**config.mk**
```make
export PLATFORM = sky130hd
export DESIGN_NAME = mii_mgmt_responder
export DESIGN_NICKNAME = d
export VERILOG_FILES = /design/src/rtl/mii_mgmt_pkg.sv /design/src/rtl/mgmt_clk_sense.sv /design/src/rtl/mgmt_reg_bank.sv /design/src/rtl/mgmt_frame_engine.sv /design/src/rtl/mii_mgmt_responder.sv
export SDC_FILE = /design/constraint.sdc
export NUM_CORES = 1
export LEC_CHECK = 0
export BUFFER_PORTS_ARGS = -buffer_cell sky130_fd_sc_hd__buf_2
export CAP_MARGIN = 20
export CORE_MARGIN = 2
export CORE_UTILIZATION = 55
export DETAILED_ROUTE_END_ITERATION = 7
export PLACE_DENSITY_LB_ADDON = 0.3
export SYNTH_ARGS = -nofsm -noshare
export SYNTH_HDL_FRONTEND = slang
export SYNTH_SLANG_ARGS = --single-unit
```
**constraint.sdc**
```tcl
create_clock -name clk -period 4.35 [get_ports clk]
set_clock_uncertainty 0.2 [all_clocks]
set_input_delay 0.435 -clock clk [delete_from_list [all_inputs] [get_ports clk]]
set_output_delay 0.435 -clock clk [all_outputs]
set_load 0.01 [all_outputs]
```
**src/rtl/mii_mgmt_pkg.sv**
```systemverilog
package mii_mgmt_pkg;

  localparam int DATA_W   = 16;
  localparam int ADDR_W   = 5;
  localparam int NUM_REGS = 1 << ADDR_W;

  localparam logic [3:0] OP_READ  = 4'd6;
  localparam logic [3:0] OP_WRITE = 4'd5;

  function automatic logic [DATA_W-1:0] reg_default(int idx);
    case (idx)
      0:       return 16'h3100;
      1:       return 16'hF02C;
      2:       return 16'h7810;
      4:       return 16'h0501;
      5:       return 16'h4181;
      16:      return 16'h0003;
      18:      return 16'h0001;
      default: return '0;
    endcase
  endfunction

  function automatic logic [DATA_W-1:0] reg_mask(int idx);
    case (idx)
      1, 2, 3, 5, 6:                    return 16'hFFFF;
      18, 19, 20, 21, 22, 23, 24, 25:   return 16'hFFFF;
      4:                                return 16'hC01F;
      16:                               return 16'h0FFF;
      default:                          return '0;
    endcase
  endfunction

endpackage

```
**src/rtl/mgmt_clk_sense.sv**
```systemverilog
module mgmt_clk_sense (
  input  logic clk,
  input  logic rst_n,
  input  logic we_i,
  input  logic mdc_i,
  output logic step_o
);

  logic mdc_q;

  always_ff @(posedge clk or negedge rst_n) begin
    if (!rst_n)    mdc_q <= 1'b0;
    else if (we_i) mdc_q <= mdc_i;
  end

  assign step_o = we_i & mdc_i & ~mdc_q;

  // a step needs the clock bit low beforehand
  p_step_rise_r1: assert property (@(posedge clk) disable iff (!rst_n)
    step_o |=> mdc_q);

endmodule

```
**src/rtl/mgmt_reg_bank.sv**
```systemverilog
module mgmt_reg_bank
  import mii_mgmt_pkg::*;
#(
  parameter int DW   = DATA_W,
  parameter int AW   = ADDR_W,
  parameter int NREG = NUM_REGS
) (
  input  logic          clk,
  input  logic          rst_n,
  input  logic [AW-1:0] rd_addr_i,
  output logic [DW-1:0] rd_data_o,
  input  logic          wr_en_i,
  input  logic [AW-1:0] wr_addr_i,
  input  logic [DW-1:0] wr_data_i
);

  logic [DW-1:0] mem [NREG];
  logic [DW-1:0] wr_mask;

  for (genvar g = 0; g < NREG; g++) begin : g_reg
    localparam logic [DW-1:0] MSK = DW'(reg_mask(g));
    localparam logic [DW-1:0] DEF = DW'(reg_default(g));
    always_ff @(posedge clk or negedge rst_n) begin
      if (!rst_n)
        mem[g] <= DEF;
      else if (wr_en_i && wr_addr_i == AW'(g))
        mem[g] <= (mem[g] & ~MSK) | (wr_data_i & MSK);
    end
  end

  assign rd_data_o = mem[rd_addr_i];
  assign wr_mask   = DW'(reg_mask(int'(wr_addr_i)));

  // protected bits survive any write
  p_mask_keep_r8: assert property (@(posedge clk) disable iff (!rst_n)
    wr_en_i |=> ((mem[$past(wr_addr_i)] & ~$past(wr_mask)) ==
                 ($past(mem[wr_addr_i]) & ~$past(wr_mask))));

  // register 0 is read-only
  p_reg0_ro_r8: assert property (@(posedge clk) disable iff (!rst_n)
    wr_en_i |=> $stable(mem[0]));

endmodule

```
**src/rtl/mgmt_frame_engine.sv**
```systemverilog
module mgmt_frame_engine
  import mii_mgmt_pkg::*;
#(
  parameter int          FRAME_W = 32,
  parameter int          HDR_W   = 16,
  parameter int          CNT_W   = 6,
  parameter int          DW      = DATA_W,
  parameter int          AW      = ADDR_W,
  parameter int          PHY_W   = 5,
  parameter logic [4:0]  PHY_ID  = 5'd1
) (
  input  logic          clk,
  input  logic          rst_n,
  input  logic          step_i,
  input  logic          din_i,
  input  logic          dir_i,
  output logic [AW-1:0] rd_addr_o,
  input  logic [DW-1:0] rd_data_i,
  output logic          wr_en_o,
  output logic [AW-1:0] wr_addr_o,
  output logic [DW-1:0] wr_data_o,
  output logic          mdi_o
);

  localparam logic [CNT_W-1:0] CNT_MAX  = '1;
  localparam logic [CNT_W-1:0] CNT_HDR  = CNT_W'(HDR_W);
  localparam logic [CNT_W-1:0] CNT_FRM  = CNT_W'(FRAME_W);
  localparam int               H_PHY_LO = HDR_W - 4 - PHY_W;
  localparam int               H_REG_LO = H_PHY_LO - AW;
  localparam int               F_PHY_LO = FRAME_W - 4 - PHY_W;
  localparam int               F_REG_LO = F_PHY_LO - AW;

  logic [CNT_W-1:0]   cnt_q, cnt_n;
  logic [FRAME_W-1:0] word_q, word_n;
  logic               bit_in, all_ones;
  logic [3:0]         hdr_op, frm_op;
  logic [PHY_W-1:0]   hdr_phy, frm_phy;
  logic [DW-1:0]      rd_val;

  assign cnt_n    = (cnt_q == CNT_MAX) ? cnt_q : cnt_q + 1'b1;
  assign bit_in   = din_i && ((cnt_n < CNT_HDR) || !dir_i);
  assign word_n   = {word_q[FRAME_W-2:0], bit_in};
  assign all_ones = &word_n;

  assign hdr_op    = word_n[HDR_W-1 -: 4];
  assign hdr_phy   = word_n[H_PHY_LO +: PHY_W];
  assign rd_addr_o = word_n[H_REG_LO +: AW];
  assign rd_val    = (hdr_phy == PHY_ID) ? rd_data_i : '0;

  assign frm_op    = word_n[FRAME_W-1 -: 4];
  assign frm_phy   = word_n[F_PHY_LO +: PHY_W];
  assign wr_addr_o = word_n[F_REG_LO +: AW];
  assign wr_data_o = word_n[DW-1:0];
  assign wr_en_o   = step_i && !all_ones && (cnt_n == CNT_FRM) &&
                     (frm_op == OP_WRITE) && (frm_phy == PHY_ID);

  always_ff @(posedge clk or negedge rst_n) begin
    if (!rst_n) begin
      cnt_q  <= '0;
      word_q <= '0;
      mdi_o  <= 1'b0;
    end else if (step_i) begin
      cnt_q  <= cnt_n;
      word_q <= word_n;
      if ((cnt_n >= CNT_HDR) && dir_i)
        mdi_o <= word_n[HDR_W-1];
      if (all_ones)
        cnt_q <= '0;
      else if ((cnt_n == CNT_HDR) && (hdr_op == OP_READ))
        word_q <= FRAME_W'(rd_val);
    end
  end

  // no edge, no progress
  p_no_step_hold_r1: assert property (@(posedge clk) disable iff (!rst_n)
    !step_i |=> ($stable(cnt_q) && $stable(word_q)));

  // data-in kept across writes without an edge
  p_mdi_keep_r10: assert property (@(posedge clk) disable iff (!rst_n)
    !step_i |=> $stable(mdi_o));

  // data-in only moves while reading
  p_dir_low_hold_r3: assert property (@(posedge clk) disable iff (!rst_n)
    !dir_i |=> $stable(mdi_o));

  // all-ones word restarts the count
  p_resync_r4: assert property (@(posedge clk) disable iff (!rst_n)
    (step_i && all_ones) |=> (cnt_q == '0));

  // a read load leaves the upper half clear
  p_rd_load_r5: assert property (@(posedge clk) disable iff (!rst_n)
    (step_i && !all_ones && cnt_n == CNT_HDR && hdr_op == OP_READ)
      |=> (word_q[FRAME_W-1:DW] == '0));

endmodule

```
**src/rtl/mii_mgmt_responder.sv**
```systemverilog
module mii_mgmt_responder
  import mii_mgmt_pkg::*;
#(
  parameter int         FRAME_W = 32,
  parameter int         HDR_W   = 16,
  parameter int         CNT_W   = 6,
  parameter logic [4:0] PHY_ID  = 5'd1
) (
  input  logic clk,
  input  logic rst_n,
  input  logic ctl_we,
  input  logic ctl_mdc,
  input  logic ctl_mdo,
  input  logic ctl_rd_dir,
  output logic mdi_o
);

  logic              step;
  logic [ADDR_W-1:0] rd_addr, wr_addr;
  logic [DATA_W-1:0] rd_data, wr_data;
  logic              wr_en;

  mgmt_clk_sense u_sense (
    .clk    (clk),
    .rst_n  (rst_n),
    .we_i   (ctl_we),
    .mdc_i  (ctl_mdc),
    .step_o (step)
  );

  mgmt_frame_engine #(
    .FRAME_W (FRAME_W),
    .HDR_W   (HDR_W),
    .CNT_W   (CNT_W),
    .DW      (DATA_W),
    .AW      (ADDR_W),
    .PHY_W   (5),
    .PHY_ID  (PHY_ID)
  ) u_engine (
    .clk       (clk),
    .rst_n     (rst_n),
    .step_i    (step),
    .din_i     (ctl_mdo),
    .dir_i     (ctl_rd_dir),
    .rd_addr_o (rd_addr),
    .rd_data_i (rd_data),
    .wr_en_o   (wr_en),
    .wr_addr_o (wr_addr),
    .wr_data_o (wr_data),
    .mdi_o     (mdi_o)
  );

  mgmt_reg_bank #(
    .DW   (DATA_W),
    .AW   (ADDR_W),
    .NREG (NUM_REGS)
  ) u_bank (
    .clk       (clk),
    .rst_n     (rst_n),
    .rd_addr_i (rd_addr),
    .rd_data_o (rd_data),
    .wr_en_i   (wr_en),
    .wr_addr_i (wr_addr),
    .wr_data_i (wr_data)
  );

endmodule

```
# Yosys cells after proc, flatten, opt, wreduce, memory -nomap -nowiden
# Index checks and enable logic that the tools add are counted.
[op_classes]
add_sub_neg = 1
n_lt_le_gt_ge = 3
eq_ne = 22
mux = 8
n_bitwise = 6
n_reduce_logical = 27
[op_table]
columns = ["operator", "count"]
rows = [
  ["16-bit binary-select mux with 5-bit select", 1],
  ["31-bit 2-to-1 mux", 2],
  ["16-bit 2-to-1 mux", 3],
  ["5-bit equality test, second input constant", 9],
  ["32-bit AND reduction", 1],
  ["1-bit logical AND", 22],
  ["14-bit by 16-bit bitwise OR with 16-bit output", 1],
  ["16-bit by 12-bit bitwise OR with 16-bit output", 1],
  ["5-bit by 1-bit equality test with 1-bit output, second input constant", 3],
  ["5-bit by 3-bit equality test with 1-bit output, second input constant", 3],
  ["6-bit equality test, second input constant", 2],
  ["6-bit 2-to-1 mux", 2],
  ["5-bit by 2-bit equality test with 1-bit output, second input constant", 2],
  ["4-bit by 3-bit equality test with 1-bit output, second input constant", 2],
  ["6-bit by 1-bit adder with 6-bit output, second input constant", 1],
  ["6-bit by 5-bit equality test with 1-bit output, second input constant", 1],
  ["6-bit by 5-bit greater-or-equal comparator with 1-bit output, second input constant", 1],
  ["6-bit greater-or-equal comparator, second input constant", 1],
  ["6-bit by 5-bit less-than comparator with 1-bit output, second input constant", 1],
  ["5-bit NOT with 6-bit output", 1],
  ["1-bit AND", 2],
  ["1-bit zero test", 2],
  ["2-bit AND reduction", 1],
  ["1-bit logical OR", 1],
  ["1-bit NOT", 1],
]
[word_totals]
register_bits = 279
word_cells = 86

# Depth between registers and ports, before layout
[logic_depth]
ltp_word = 12
mapped_depth = 10
mapped_depth_nobuf = 7

# By module
# Synthesis repeated with hierarchy kept, for this count alone.
[hier_totals]
hier_cells = 1020
hier_area_um2 = 12997.5
[by_module_without_submodules]
columns = ["mod", "n_inst", "cells_each", "area_per_inst_um2", "seq_area_each_um2"]
rows = [
  ["mgmt_reg_bank", 1, 783, 10795.4, 5705.5],
  ["mgmt_frame_engine", 1, 234, 2152.1, 950.9],
  ["mgmt_clk_sense", 1, 3, 50.0, 25.0],
]

# Least setup slack after synthesis
# No wires, ideal clock.
[synth_path]
path_type = "register to register"
start = "reg u_engine.cnt_q[0]"
end = "reg u_bank.mem[405] in the netlist's numbering"
setup_time_ps = 125
arrival_ps = 2488
t_required_ps = 4025
setup_slack_ps = 1537
path_stages_with_launch = 11
n_path_buf = 3
synth_period_minus_slack_ps = 2813
path_cell_list = "dfrtp_1 > ha_1 > and3_1 > buf_2 > and3_1 > o211ai_1 > nor2_2 > buf_6 > nand4_2 > buf_2 > mux2_2"
[synth_between]
elab_chain_cells = 12
[synth_rtl]
columns = ["item", "line_no", "rtl"]
rows = [
  ["start: declaration", "mgmt_frame_engine.sv:33", "logic [CNT_W-1:0] cnt_q, cnt_n;"],
  ["start signal: assignment", "mgmt_frame_engine.sv:63", "cnt_q <= cnt_n;"],
  ["6-bit by 1-bit adder with 6-bit output / 6-bit equality test (equally long branches)", "mgmt_frame_engine.sv:40", "assign cnt_n = (cnt_q == CNT_MAX) ? cnt_q : cnt_q + 1'b1;"],
  ["6-bit 2-to-1 mux *", "mgmt_frame_engine.sv:40", ""],
  ["6-bit by 5-bit less-than comparator with 1-bit output", "mgmt_frame_engine.sv:41", "assign bit_in = din_i && ((cnt_n < CNT_HDR) || !dir_i);"],
  ["1-bit logical OR", "mgmt_frame_engine.sv:41", ""],
  ["1-bit logical AND", "mgmt_frame_engine.sv:41", ""],
  ["32-bit AND reduction", "mgmt_frame_engine.sv:43", "assign all_ones = &word_n;"],
  ["1-bit zero test", "mgmt_frame_engine.sv:54", "assign wr_en_o = step_i && !all_ones && (cnt_n == CNT_FRM) &&"],
  ["1-bit logical AND", "mgmt_frame_engine.sv:54", ""],
  ["1-bit logical AND * (2 in series)", "mgmt_frame_engine.sv:54", ""],
  ["1-bit logical AND *", "mgmt_frame_engine.sv:55", "(frm_op == OP_WRITE) && (frm_phy == PHY_ID);"],
  ["1-bit logical AND *", "mgmt_reg_bank.sv:26", "else if (wr_en_i && wr_addr_i == AW'(g))"],
  ["end signal: indexed assignment", "mgmt_reg_bank.sv:27", "mem[g] <= (mem[g] & ~MSK) | (wr_data_i & MSK);"],
  ["end: declaration", "mgmt_reg_bank.sv:17", "logic [DW-1:0] mem [NREG];"],
]
# Every way passes the cells marked *; elsewhere a longest branch is shown, timed or not.
# A chain may end at the register's enable or synchronous reset.

# Worst setup path in the final report
[layout_path]
start = "reg u_engine.cnt_q[0]"
end = "reg u_bank.mem[406] in the netlist's numbering"
# Same word-level chain as after synthesis.

==> flow_metrics.tcl <==
set metrics [dict create \
    status "finished, final reports clean" \
    placed_cell_area_mm2 0.0133 \
    reg2reg_from "u_engine.cnt_q[0]" \
    drt_iter0_drc 516 \
    grt_overflow 0 \
    rsz0062_at_grt "false" \
    relSlewSlack_pct 33.2 \
    gp_congestion 0.825 \
    power_leakage_uw 0.00697 \
    initial_utilization_pct 56.0 \
    r2r_cells 7 \
    synth.top_cell.area_share_pct 46.8 \
    crit_start "u_engine.cnt_q[0]" \
    end_kind "register" \
    mappedNetlistArea_mm2 0.0131 \
    ys.flop_type "dfrtp_1" \
    synthCells 991 \
    critPathMaxStageDelay_ns 0.55 \
    io_buffers 6 \
    dieArea_mm2 0.0252 \
    wl_mm 30.3 \
    r2r_slack_ns 0.76 \
    yosysTopAreaCell "dfrtp_1" \
    grt_pass1_vias 8310 \
    grt_usage_pct 25.1 \
    fp.dieH_um 159 \
    clk_pin_slew_ns 0.06 \
    cp_slowest_cell "nand4_2" \
    syn_to_final_growth_pct 9.10 \
    p_per_area_mw_per_mm2 445 \
    core_area_mm2 0.0235 \
    cp.arrival_ns 3.81 \
    synth_cell_type_count 59 \
    ios 7 \
    synth_area_leaders "dfrtp_1 47%, mux2_2 13%, mux2_4 11%, dfstp_2 4.0%, mux2i_1 3.4%" \
    critical_path_depth 7 \
    swShare_pct 30.3 \
    fmax_ghz 0.279 \
    yosys_register_bits 266 \
    numClockSinks 266 \
    cts_hold_repair.buffers 3 \
    cp_top_family "simple AND/OR/NAND/NOR gates" \
    h-tree-depth 1 \
    diodes 0 \
    drc 0 \
    yosys_warnings 0 \
    tightest_slew_ns 1.00 \
    period_share_pct 82.5 \
    placementRows 56 \
    pwr-share-comb_pct 14.7 \
    viasPerCell 6.17 \
    multi_input_area_mm2 0.00600 \
    grt_pass1_wl_mm 48.5 \
    min_path_type "in2reg" \
    ctsRootBufferMaster "clkbuf_16" \
    power_frac_seq_pct 45.1 \
    hold_violations 0 \
    crit_fanout 16 \
    peakVddDrop_mv 0.294 \
    syn_avg_cell_area_um2 13.3 \
    async_reset_ff_share_pct 100 \
    grt_start_max_net_pins 125 \
    synth_nets 998 \
    crit_path_end "u_bank.mem[406]" \
    route.vias.total 8036 \
    final_nets 969 \
    p_clk_share_pct 40.2 \
    die_x_um 159 \
    p_int_uw 4450 \
    synth-seq-area-share_pct 50.8 \
    crit_required_ns 4.57 \
    cts_tree "done" \
    antenna_found_initial 0 \
    drive_gt1_share_pct 38.5 \
    path_class "reg2reg" \
    min_period_ns 3.59 \
    clock_latency_ns 0.55 \
    nFillCells 1809 \
    cp_cell_sequence "ha_1 -> and3_1 -> mux2_2 -> nor3_4 -> buf_4 -> nand4_2 -> mux2_2" \
    drv_cap 0 \
    numCtsBuffers 29 \
    synth_enable_flop_cells 0 \
    power_switching_uw 1930 \
    crit_buf_inv 1 \
    stdcell_area_mm2 0.0143 \
    wire_per_inst_um 23.2 \
    dr.pass1.iters 5 \
    cts_setup_buffers 0 \
    ant_nets 0 \
    setup_tns_ns 0 \
    reg2reg_to "u_bank.mem[406]" \
    report.final.setup_viol 0 \
    cts_resized 0 \
    drv_slew 0 \
    path_common_cell "mux2_2" \
    ff_latch_area_mm2 0.00669 \
    dp_hpwl_mm 18.0 \
    cts_buffer_depth 3 \
    start_kind "register" \
]
placed cells by master, fill, tap and decap left out, types with 7 or more instances in the layout:
cell type / count
dfrtp_1: 244
mux2_2: 149
mux2_4: 100
nand2_1: 61
mux2i_1: 44
nor2_1: 42
o21ai_0: 35
a21oi_1: 29
clkbuf_16: 29
dfstp_2: 20
a221oi_1: 17
buf_4: 17
mux4_2: 16
a211oi_1: 11
nand4_4: 10
o211ai_1: 9
clkbuf_1: 9
nand3_1: 7
nand4_1: 7
clkbuf_8: 7
stage by stage:
| step | utilization [%] | std cells | setup slack (ns) | hold WS, ns | power, uW |
|---|---|---|---|---|---|
| 6_report | 61.1 | 1302 | 0.761 | 0.0469 | 6380 |
| 2_1_floorplan | - | 991 | 1.54 | -0.0606 | 3470 |
| 3_3_place_gp | 56.8 | 1247 | 0.880 | 0.281 | 3840 |
| 5_1_grt | 61.1 | 1302 | 0.602 | 0.0579 | 6630 |
| 4_1_cts | 61.1 | 1302 | 0.797 | 0.0270 | 6420 |
| 3_5_place_dp | 56.8 | 1247 | 0.788 | 0.288 | 3850 |
cell families (layout without fill, tap and decap cells):
| group | after synthesis | after routing | synth area share, % |
|---|---|---|---|
| DFF | 266 | 266 | 50.8 |
| AOI/OAI and AO/OA | 147 | 147 | 7.62 |
| muxes | 309 | 309 | 30.3 |
| and+or+nand+nor | 172 | 172 | 7.58 |
| adders and majority gates | 1 | 1 | 0.0952 |
| buffers and inverters | 95 | 87 | 3.54 |
| xor gates and xnor gates | 1 | 1 | 0.0666 |
Yosys cell counts (4+ instances only):
cell       number
mux2_4        100
o2111ai_1       4
o31ai_1         5
o311ai_0        5
and3_1          4
nand4_4        10
a211oi_1       11
buf_2           8
a2111oi_0       6
a21oi_1        29
a221oi_1       17
nor2_1         43
a22oi_1         4
inv_1           6
nand3_1         7
buf_6          11
nand2b_1        6
nand2_1        61
nor2b_1         6
or2_2           4
dfstp_2        20
nand4_1         7
clkbuf_1       58
mux2_2        149
nor3_1          4
mux2i_1        44
dfrtp_1       246
mux4_2         16
and2_1          4
o211ai_1        9
o2bb2ai_1       6
buf_1          10
o21ai_0        35
layout make-up:
class / instances / share of cell area (%)
timing repair buffer: 28 / 1.66
clock inverter: 7 / 0.942
multi-input combinational: 630 / 41.8
sequential: 266 / 46.6
inverter: 7 / 0.183
tap: 319 / 2.78
clock buffer: 45 / 5.97
flip-flops by register name, summed over array words and instances, names as in the netlist:
| signal | count |
|---|---|
| u_engine.mdi_o | 1 |
| u_engine.word_q | 31 |
| u_sense.mdc_q | 1 |
| u_engine.cnt_q | 6 |
| u_bank.mem | 227 |
worst register-to-register path: stages (launching register included):
cell and delay, ns:
dfrtp_1 0.43, ha_1 0.23, and3_1 0.28, mux2_2 0.41
nor3_4 0.52, buf_4 0.34, nand4_2 0.56, mux2_2 0.51
power by group through the flow:
stage          registers [uW]  logic [uW]  clock network (uW)
2_1_floorplan            2670         803                   0
3_3_place_gp             2910         924                   0
3_5_place_dp             2910         935                   0
4_1_cts                  2870         941                2600
5_1_grt                  2900        1020                2710
6_report                 2880         942                2560
how the worst min path moves through the flow:
stage / from / end / slack (ns) / cells past startpoint
floorplan: rst_n / u_bank.mem[100] / -0.06 / 0
global route: ctl_rd_dir / u_engine.mdi_o / 0.06 / 3
global placement: u_bank.mem[448] / u_bank.mem[448] / 0.28 / 1
CTS: ctl_rd_dir / u_engine.mdi_o / 0.03 / 3
detailed placement: u_bank.mem[146] / u_bank.mem[146] / 0.29 / 1
finish: ctl_rd_dir / u_engine.mdi_o / 0.05 / 3
per-layer routing:
| metal | routed length (um) | track usage, % | up-vias |
|---|---|---|---|
| li1 | - | - | 3581 |
| met1 | 13800 | 35.9 | 4198 |
| met2 | 14100 | 39.4 | 195 |
| met3 | 1500 | 4.57 | 62 |
| met4 | 858 | 7.46 | 0 |
| met5 | 0 | 0 | - |
(Power assumes the default switching activity.)
